--- src/rtl/chain_spi_pkg.sv ---
package chain_spi_pkg;
  localparam int CMD_W = 8;

  typedef enum logic [2:0] {
    ST_IDLE,
    ST_CMD,
    ST_WR,
    ST_RD,
    ST_POLL,
    ST_SKIP
  } st_t;
endpackage

--- src/rtl/chain_pin_sync.sv ---
module chain_pin_sync #(
  parameter int W      = 4,
  parameter int STAGES = 2
) (
  input  logic         clk,
  input  logic         rst_n,
  input  logic [W-1:0] d_i,
  output logic [W-1:0] q_o
);
  logic [W-1:0] stg [STAGES];

  always_ff @(posedge clk or negedge rst_n) begin
    if (!rst_n) begin
      for (int i = 0; i < STAGES; i++) stg[i] <= '1;
    end else begin
      stg[0] <= d_i;
      for (int i = 1; i < STAGES; i++) stg[i] <= stg[i-1];
    end
  end

  assign q_o = stg[STAGES-1];
endmodule

--- src/rtl/chain_cfg_shift.sv ---
module chain_cfg_shift #(
  parameter int W = 48
) (
  input  logic         clk,
  input  logic         rst_n,
  input  logic         load_ones_i,
  input  logic         load_cfg_i,
  input  logic         shift_en_i,
  input  logic         shift_bit_i,
  input  logic         commit_i,
  output logic         msb_o,
  output logic [W-1:0] cfg_o
);
  logic [W-1:0] sr;
  logic [W-1:0] cfg;

  always_ff @(posedge clk or negedge rst_n) begin
    if (!rst_n) begin
      sr  <= '1;
      cfg <= '0;
    end else begin
      if (load_ones_i)     sr <= '1;
      else if (load_cfg_i) sr <= cfg;
      else if (shift_en_i) sr <= {sr[W-2:0], shift_bit_i};
      if (commit_i) cfg <= sr;
    end
  end

  assign msb_o = sr[W-1];
  assign cfg_o = cfg;
endmodule

--- src/rtl/chain_poll_unit.sv ---
module chain_poll_unit (
  input  logic top_i,
  input  logic busy_i,
  input  logic irq_i,
  input  logic irq_sel_i,
  input  logic ret_lvl_i,
  input  logic ret_chg_i,
  output logic local_o,
  output logic level_o,
  output logic tog_o
);
  always_comb begin
    local_o = irq_sel_i ? irq_i : busy_i;
    level_o = ~local_o & (top_i | ret_lvl_i);
    tog_o   = local_o | (~top_i & ret_chg_i);
  end
endmodule

--- src/rtl/chain_spi_slave.sv ---
module chain_spi_slave
  import chain_spi_pkg::*;
#(
  parameter int         CFG_BYTES   = 6,
  parameter int         SYNC_STAGES = 2,
  parameter int         CNT_W       = 12,
  parameter int         LVL_BYTE    = 0,
  parameter int         LVL_BIT     = 3,
  parameter logic [7:0] CMD_WR      = 8'h01,
  parameter logic [7:0] CMD_RD      = 8'h02,
  parameter logic [7:0] CMD_PBUSY   = 8'h07,
  parameter logic [7:0] CMD_PIRQ    = 8'h08
) (
  input  logic                   clk,
  input  logic                   rst_n,
  input  logic                   top_strap_i,
  input  logic                   csb_i,
  input  logic                   sck_i,
  input  logic                   sdi_i,
  output logic                   sdo_o,
  output logic                   csb_up_o,
  output logic                   sck_up_o,
  output logic                   sdi_up_o,
  input  logic                   sdo_ret_i,
  input  logic                   busy_i,
  input  logic                   irq_i,
  output logic [CFG_BYTES*8-1:0] cfg_o
);
  localparam int CFG_W    = CFG_BYTES * 8;
  localparam int LVL_IDX  = CFG_W - 1 - 8 * LVL_BYTE - (7 - LVL_BIT);
  localparam int DONE_CNT = CMD_W + CFG_W;

  // pin synchronizer: {csb, sck, sdi, ret}
  logic [3:0] sv;
  logic s_csb, s_sck, s_sdi, s_ret;
  chain_pin_sync #(.W(4), .STAGES(SYNC_STAGES)) u_sync (
    .clk(clk), .rst_n(rst_n),
    .d_i({csb_i, sck_i, sdi_i, sdo_ret_i}),
    .q_o(sv)
  );
  assign {s_csb, s_sck, s_sdi, s_ret} = sv;

  logic p_csb, p_sck;
  always_ff @(posedge clk or negedge rst_n) begin
    if (!rst_n) begin
      p_csb <= 1'b1;
      p_sck <= 1'b1;
    end else begin
      p_csb <= s_csb;
      p_sck <= s_sck;
    end
  end

  logic sck_rise, sck_fall, csb_rise;
  assign sck_rise = s_sck & ~p_sck & ~s_csb;
  assign sck_fall = ~s_sck & p_sck & ~s_csb;
  assign csb_rise = s_csb & ~p_csb;

  st_t             st;
  logic [CNT_W-1:0] cnt;
  logic [CMD_W-1:0] cmd_sr;
  logic             irq_sel;
  logic             sdo_q, up_q;
  logic             ret_prev, ret_chg;

  logic [CMD_W-1:0] cmd_next;
  logic             cmd_done;
  st_t              dec_st;
  assign cmd_next = {cmd_sr[CMD_W-2:0], s_sdi};
  assign cmd_done = sck_rise && (st == ST_CMD) && (cnt == CNT_W'(CMD_W - 1));

  always_comb begin
    unique case (cmd_next)
      CMD_WR:              dec_st = ST_WR;
      CMD_RD:              dec_st = ST_RD;
      CMD_PBUSY, CMD_PIRQ: dec_st = ST_POLL;
      default:             dec_st = ST_SKIP;
    endcase
  end

  // configuration shift register and committed bytes
  logic sr_msb, commit, shift_bit;
  assign commit    = csb_rise && (st == ST_WR) && (cnt >= CNT_W'(DONE_CNT));
  assign shift_bit = (st == ST_WR) ? s_sdi : (top_strap_i | s_ret);

  chain_cfg_shift #(.W(CFG_W)) u_shift (
    .clk(clk), .rst_n(rst_n),
    .load_ones_i(cmd_done && dec_st == ST_WR),
    .load_cfg_i (cmd_done && dec_st == ST_RD),
    .shift_en_i (sck_rise && (st == ST_WR || st == ST_RD)),
    .shift_bit_i(shift_bit),
    .commit_i   (commit),
    .msb_o      (sr_msb),
    .cfg_o      (cfg_o)
  );

  // polling status
  logic lvl_mode, poll_local, poll_level, poll_tog;
  assign lvl_mode = cfg_o[LVL_IDX];

  chain_poll_unit u_poll (
    .top_i(top_strap_i), .busy_i(busy_i), .irq_i(irq_i),
    .irq_sel_i(irq_sel), .ret_lvl_i(s_ret), .ret_chg_i(ret_chg),
    .local_o(poll_local), .level_o(poll_level), .tog_o(poll_tog)
  );

  always_ff @(posedge clk or negedge rst_n) begin
    if (!rst_n) begin
      st       <= ST_IDLE;
      cnt      <= '0;
      cmd_sr   <= '1;
      irq_sel  <= 1'b0;
      sdo_q    <= 1'b1;
      up_q     <= 1'b1;
      ret_prev <= 1'b1;
      ret_chg  <= 1'b0;
    end else if (s_csb) begin
      st       <= ST_IDLE;
      cnt      <= '0;
      cmd_sr   <= '1;
      sdo_q    <= 1'b1;
      up_q     <= 1'b1;
      ret_prev <= 1'b1;
      ret_chg  <= 1'b0;
    end else begin
      if (st == ST_IDLE) st <= ST_CMD;

      if (sck_rise) begin
        if (cnt != '1) cnt <= cnt + 1'b1;
        ret_prev <= s_ret;
        ret_chg  <= (s_ret != ret_prev);
        if (st == ST_CMD) cmd_sr <= cmd_next;
        if (cmd_done) begin
          st      <= dec_st;
          irq_sel <= (cmd_next == CMD_PIRQ);
        end
      end

      if (sck_fall) begin
        if (top_strap_i)                      up_q <= 1'b1;
        else if (cnt <= CNT_W'(CMD_W))        up_q <= cmd_sr[0];
        else if (st == ST_WR)                 up_q <= sr_msb;
        else                                  up_q <= 1'b1;

        if (st == ST_RD)                      sdo_q <= sr_msb;
        else if (st == ST_POLL && !lvl_mode && poll_tog) sdo_q <= ~sdo_q;
      end

      if (st == ST_POLL && lvl_mode) sdo_q <= poll_level;
    end
  end

  assign sdo_o    = sdo_q;
  assign sdi_up_o = up_q;
  assign csb_up_o = csb_i;
  assign sck_up_o = sck_i;
endmodule

--- config.mk ---
export PLATFORM = sky130hd
export DESIGN_NAME = chain_spi_slave
export DESIGN_NICKNAME = d
export VERILOG_FILES = /design/src/rtl/chain_spi_pkg.sv /design/src/rtl/chain_pin_sync.sv /design/src/rtl/chain_cfg_shift.sv /design/src/rtl/chain_poll_unit.sv /design/src/rtl/chain_spi_slave.sv
export SDC_FILE = /design/constraint.sdc
export NUM_CORES = 1
export LEC_CHECK = 0
export ABC_AREA = 1
export BUFFER_PORTS_ARGS = -buffer_cell sky130_fd_sc_hd__buf_2
export CORE_ASPECT_RATIO = 1.5
export CORE_MARGIN = 2
export CORE_UTILIZATION = 24
export DETAILED_ROUTE_END_ITERATION = 8
export PLACE_DENSITY = 0.5
export SYNTH_ARGS = -nofsm -noshare
export SYNTH_HDL_FRONTEND = slang
export SYNTH_SLANG_ARGS = --single-unit
--- constraint.sdc ---
create_clock -name clk -period 4.35 [get_ports clk]
set_clock_uncertainty 0.05 [all_clocks]
set_input_delay 0 -clock clk [delete_from_list [all_inputs] [get_ports clk]]
set_output_delay 0 -clock clk [all_outputs]
set_load 0.05 [all_outputs]
[After elaboration in Yosys (flattened, before gate mapping)]
Index checks and enable logic that the tools add are counted.
Word-level totals
  register bits after elaboration: 133
  latch bits: 0
  memory bits (writable): 0
  ROM bits: 0
  input port bits: 9
  output and inout port bits: 52
  logic and storage cells: 101
  memories kept: 0
Operators by class
  $add $sub $neg: 1
  multiply operators: 0
  div/mod/pow operators: 0
  order comparisons: 2
  equality and inequality tests: 13
  shifts and indexed selects: 0
  multiplexer cells: 30
  bitwise operators: 16
  reductions and logical operators: 25
Operators by type and width (count)
  $mux 48: 3
  $mux 12: 3
  $mux 7: 3
  $mux 1: 16
  $add 12x1->12 const B: 1
  $eq 12x3->1 const B: 1
  $eq 3x2->1 const B: 4
  $ge 12x6->1 const B: 1
  $le 12x4->1 const B: 1
  $mux 3: 4
  $ne 12x12->1 const B: 1
  $logic_and 1x1->1: 10
  $pmux 3 s3: 1
  $eq 8x1->1 const B: 1
  $eq 8x2->1 const B: 1
  $eq 8x3->1 const B: 1
  $eq 8x4->1 const B: 1
  $reduce_bool 2->1: 4
  $and 1x1->1: 7
  $not 1->1: 7
  $reduce_and 2->1: 3
  $reduce_bool 3->1: 2
  $reduce_bool 4->1: 1
  $eq 3x1->1 const B: 1
  other kinds (8): 9

[Logic depth before layout (Yosys ltp)]
  depth in word-level cells: 9
  depth in mapped cells: 12
  mapped depth without buffers: 10

[Hierarchy]
From an unflattened synthesis, not the netlist that was laid out.
Unflattened totals
  cells, all modules: 855
  area, all modules: 6571.3 µm²
By module, submodules not included
  chain_cfg_shift: times used 1, cells each 567, area an instance 4453.0 µm², seq. area each 2462.4 µm²
  chain_spi_slave: times used 1, cells each 267, area an instance 1835.5 µm², seq. area each 740.7 µm²
  chain_pin_sync: times used 1, cells each 12, area an instance 240.2 µm², seq. area each 210.2 µm²
  chain_poll_unit: times used 1, cells each 9, area an instance 42.5 µm², seq. area each 0.0 µm²

[Worst setup path after synthesis]
Ideal clock, no wire load.
  kind: reg2reg
  start point: register u_sync.stg, in the netlist u_sync.q_o[2]
  end point: register u_shift.sr[43]
  library setup time: 0.072 ns
  data arrival time: 1.511 ns
  data required time: 4.228 ns
  slack: 2.717 ns
  cell stages (with the launch flop): 12
  path buffers: 2
  clock period less this slack: 1.633 ns
  path through: dfstp_2 inv_1 nor2_2 nand2_2 nor2_2 nand3_2 nand2_1 buf_6 buf_6 nand3_1 nand2_1 inv_1
Between the ends
  longest elaborated chain between the ends: 7
  elaborated cells on any way between the ends: 10
  classes of those cells: mux: 2; bitwise: 2; reduce/logical: 6
RTL lines
  start: declaration: line chain_pin_sync.sv:10  | logic [W-1:0] stg [STAGES];
  $and 1x1->1 (*) (2 in series): line chain_spi_slave.sv:55  | assign sck_rise = s_sck & ~p_sck & ~s_csb;
  $logic_and 1x1->1 (2 in series): line chain_spi_slave.sv:70  | assign cmd_done = sck_rise && (st == ST_CMD) && (cnt == CNT_W'(CMD_W - 1));
  $logic_and 1x1->1: line chain_spi_slave.sv:89  | .load_cfg_i (cmd_done && dec_st == ST_RD),
  $mux 48: line chain_cfg_shift.sv:23  | else if (load_cfg_i) sr <= cfg;
  $mux 48: line chain_cfg_shift.sv:22  | if (load_ones_i) sr <= '1;
  end signal: assignment: line chain_cfg_shift.sv:23
  end signal: assignment: line chain_cfg_shift.sv:24  | else if (shift_en_i) sr <= {sr[W-2:0], shift_bit_i};
  end: declaration: line chain_cfg_shift.sv:14  | logic [W-1:0] sr;
Every way passes the cells marked *; elsewhere a longest branch is shown, timed or not.
A chain may end at the register's enable or synchronous reset.

[Worst setup path in the final report]
  start point: register u_sync.stg, in the netlist u_sync.q_o[3]
  end point: register u_shift.sr[0]
Between the ends
  longest elaborated chain between the ends: 7
  elaborated cells on any way between the ends: 10
  classes of those cells: mux: 2; bitwise: 2; reduce/logical: 6
RTL lines (line)
  $not 1->1 (no line) (*)
  $and 1x1->1 (*): chain_spi_slave.sv:55
  $logic_and 1x1->1 (2 in series): chain_spi_slave.sv:70
  $logic_and 1x1->1: chain_spi_slave.sv:89
  $mux 48: chain_cfg_shift.sv:23
  $mux 48: chain_cfg_shift.sv:22
Marks and branches as above.

==> run metrics <==
Buf/Inv on CP=5; syn_area_per_cell=8.06 um2; Syn Std Cell Area=6760 um2; Rows=75; via density per instance=4.60; synthesized flop and latch total=133; CTS H-tree depth=4; synth top area cells=dfstp_2 (26%), dfrtp_1 (24%), nand2_1 (11%); Reg clk slew, reported paths=0.06 ns; Power Density=355 nW/um2; Hold Buf Count CTS=8; root buffer cell=clkbuf_16; CP required=4.67 ns; Post-Route WL=18600 um; largest net degree at the start of global routing=83; Syn Nets=850; Worst-Skew Late Latency=0.44 ns; post-DP HPWL=11500 um; CP startpoint kind=flop; GP Congestion=0.839; area leader, netlist=dfstp_2; Die ar.=29600 um2; Antenna Nets Post-Route=0; Net count, final=893; crit path DAT=2.82 ns; CTS tree=built; power after layout=2.81 mW; via count=5703; total core area=27900 um2; ys async rst share=100%; Starting Density=24.3%; cell with the most instances after synthesis=nand2_1; Leak=3.74 nW; # port buffers=60; crit share post-route=57.6%; R2R Path Start=u_sync.q_o[3]; setup total negative slack=0 ns; top fanout value on the critical path=48; layout cell share with drive strength beyond 1=21.1%; Detailed Routing Iterations Pass 1=5; fin crit period=2.50 ns; r2r worst-path depth=10; diode count=0; distinct cell type count after synthesis=29; CTS Buf Count=17; Setup crit end kind=flop; final hold slack=0.0726 ns; Finish-stage setup viols=0; Fin. Hold Viols=0; Slew headroom=47.5%; antenna violations before repair=0; first-pass GRT wire length=30600 um; synthesis-to-finish area growth=17.2%; Achievable Freq=399 MHz; DRC viols=0; Slowest cell on crit path=dfstp_2; Top FF cell, synth=dfstp_2; capturing point of the worst reg2reg path=u_shift.sr[0]; slew at the pin closest to its max-slew limit=0.787 ns; clock buffer depth=2; Die Ht=210 um; r2r setup slk=1.85 ns; synth warn=0; Max-Cap Viols=0; Ports=61; total track usage=13.0%; Slew Limit Fails=0; Post-synth EDFFs=0; RSZ-0062 raised after global routing=false; worst setup path class=flop to flop; total clock sinks=133; DR iter-0 viols=412; family with the most delay on the worst path=buffers and inverters; Synth Instances=839; crit-path max cell delay=0.67 ns; average wire per standard cell=15.0 um; cell chain of the critical path=inv_2 -> nand2_2 -> nor3_1 -> inv_1 -> buf_4 -> nand2_1 -> buf_4 -> inv_1 -> nand3_1 -> nand2_1; vias in the first global route=5855; GRT overflow=0; worst vdd ir=278 uV; post-synth top area share=26.4%; Worst Setup EP=u_shift.sr[0]; Hold Path Class=input pin to flop; status=completed; Hold Path Cell Cnt=8; PostCTS Resize Cnt=0; Commonest cells post-synth=nand2_1 (191), inv_1 (127), nand4_1 (104); Setup crit start=u_sync.q_o[3]; number of cells on the critical path=10; register area share after synthesis=50.5%; buffer count from post-CTS setup fixing=0; Die W=141 um
-- final cells by class --
class / instances / area (um2)
clock inverters: 13 / 135
multi-input cells: 518 / 2530
flip-flops and latches: 133 / 3410
well taps: 346 / 433
inverters: 132 / 495
clock buffers: 19 / 443
fillers: 2960 / 19900
repair buffers: 80 / 477
-- report_power, final --
part | switching, mW | internal, mW | leakage (nW) | total (mW)
Clock | 0.566 | 0.855 | 0.282 | 1.42
Combinational | 0.0737 | 0.0282 | 1.85 | 0.102
Sequential | 0.0174 | 1.27 | 1.61 | 1.29
Total | 0.657 | 2.16 | 3.74 | 2.81
-- cells in the final DEF, fill, tap and decap left out, types with 5 or more instances in the layout --
cell type      instances
nand2_1              190
inv_1                127
nand4_1              104
nand3_1               75
dfstp_2               68
dfrtp_1               65
o21ai_0               64
buf_2                 59
nor2_1                33
clkbuf_16             17
o21ai_1               14
buf_4                 12
nor3_1                10
dlygate4sd3_1          8
a21oi_1                6
inv_2                  5
clkinv_2               5
-- flip-flops by register name, indices dropped and copies added (netlist names) --
signal and flops:
u_sync.stg 4, u_sync.q_o 4, p_sck 1, irq_sel 1
u_shift.sr 48, sdi_up_o 1, u_shift.cfg_o 48, ret_chg 1
st 3, ret_prev 1, sdo_o 1, cnt 12
p_csb 1, cmd_sr 7
-- per-stage QoR --
| step | std cells | utilization [%] | cell area (um2) | worst slack (ns) |
|---|---|---|---|---|
| 5_1_grt | 1241 | 28.4 | 7920 | 1.59 |
| 2_1_floorplan | 839 | - | 6760 | 2.72 |
| 3_3_place_gp | 1201 | 26.1 | 7270 | 1.88 |
| 4_1_cts | 1241 | 28.4 | 7920 | 1.83 |
| 3_5_place_dp | 1201 | 26.1 | 7270 | 1.85 |
| 6_report | 1241 | 28.4 | 7920 | 1.85 |
-- worst reg2reg max path: stages, from the launching register on --
cell and delay [ns]:
dfstp_2 0.67, inv_2 0.21, nand2_2 0.20, nor3_1 0.06, inv_1 0.05, buf_4 0.47, nand2_1 0.19, buf_4 0.27
inv_1 0.11, nand3_1 0.07, nand2_1 0.09
-- metal layers --
layer	wire length [um]	GRT usage, %	vias up
met5	0	0	-
met4	306	5.10	0
met3	660	2.76	18
met2	9800	23.7	115
met1	7810	14.8	2724
li1	-	-	2846
-- logic make-up after synthesis --
kind of cell             synth area share, %
AND/OR/NAND/NOR                         29.9
AO/OA/AOI/OAI                           6.77
buffers and inverters                   12.3
flip-flops                              50.5
XOR/XNOR                               0.130
adder cells (fa/ha/maj)                0.370
-- worst min path at each step --
| stage | endpoint | start |
|---|---|---|
| 2_1_floorplan | cnt[0] | rst_n |
| 3_3_place_gp | u_sync.stg[5] | sdi_i |
| 3_5_place_dp | u_shift.cfg_o[21] | rst_n |
| 4_1_cts | sdo_o | busy_i |
| 5_1_grt | u_sync.stg[4] | sdo_ret_i |
| 6_report | sdo_o | busy_i |
No activity file was read; power rests on OpenSTA's default activity.
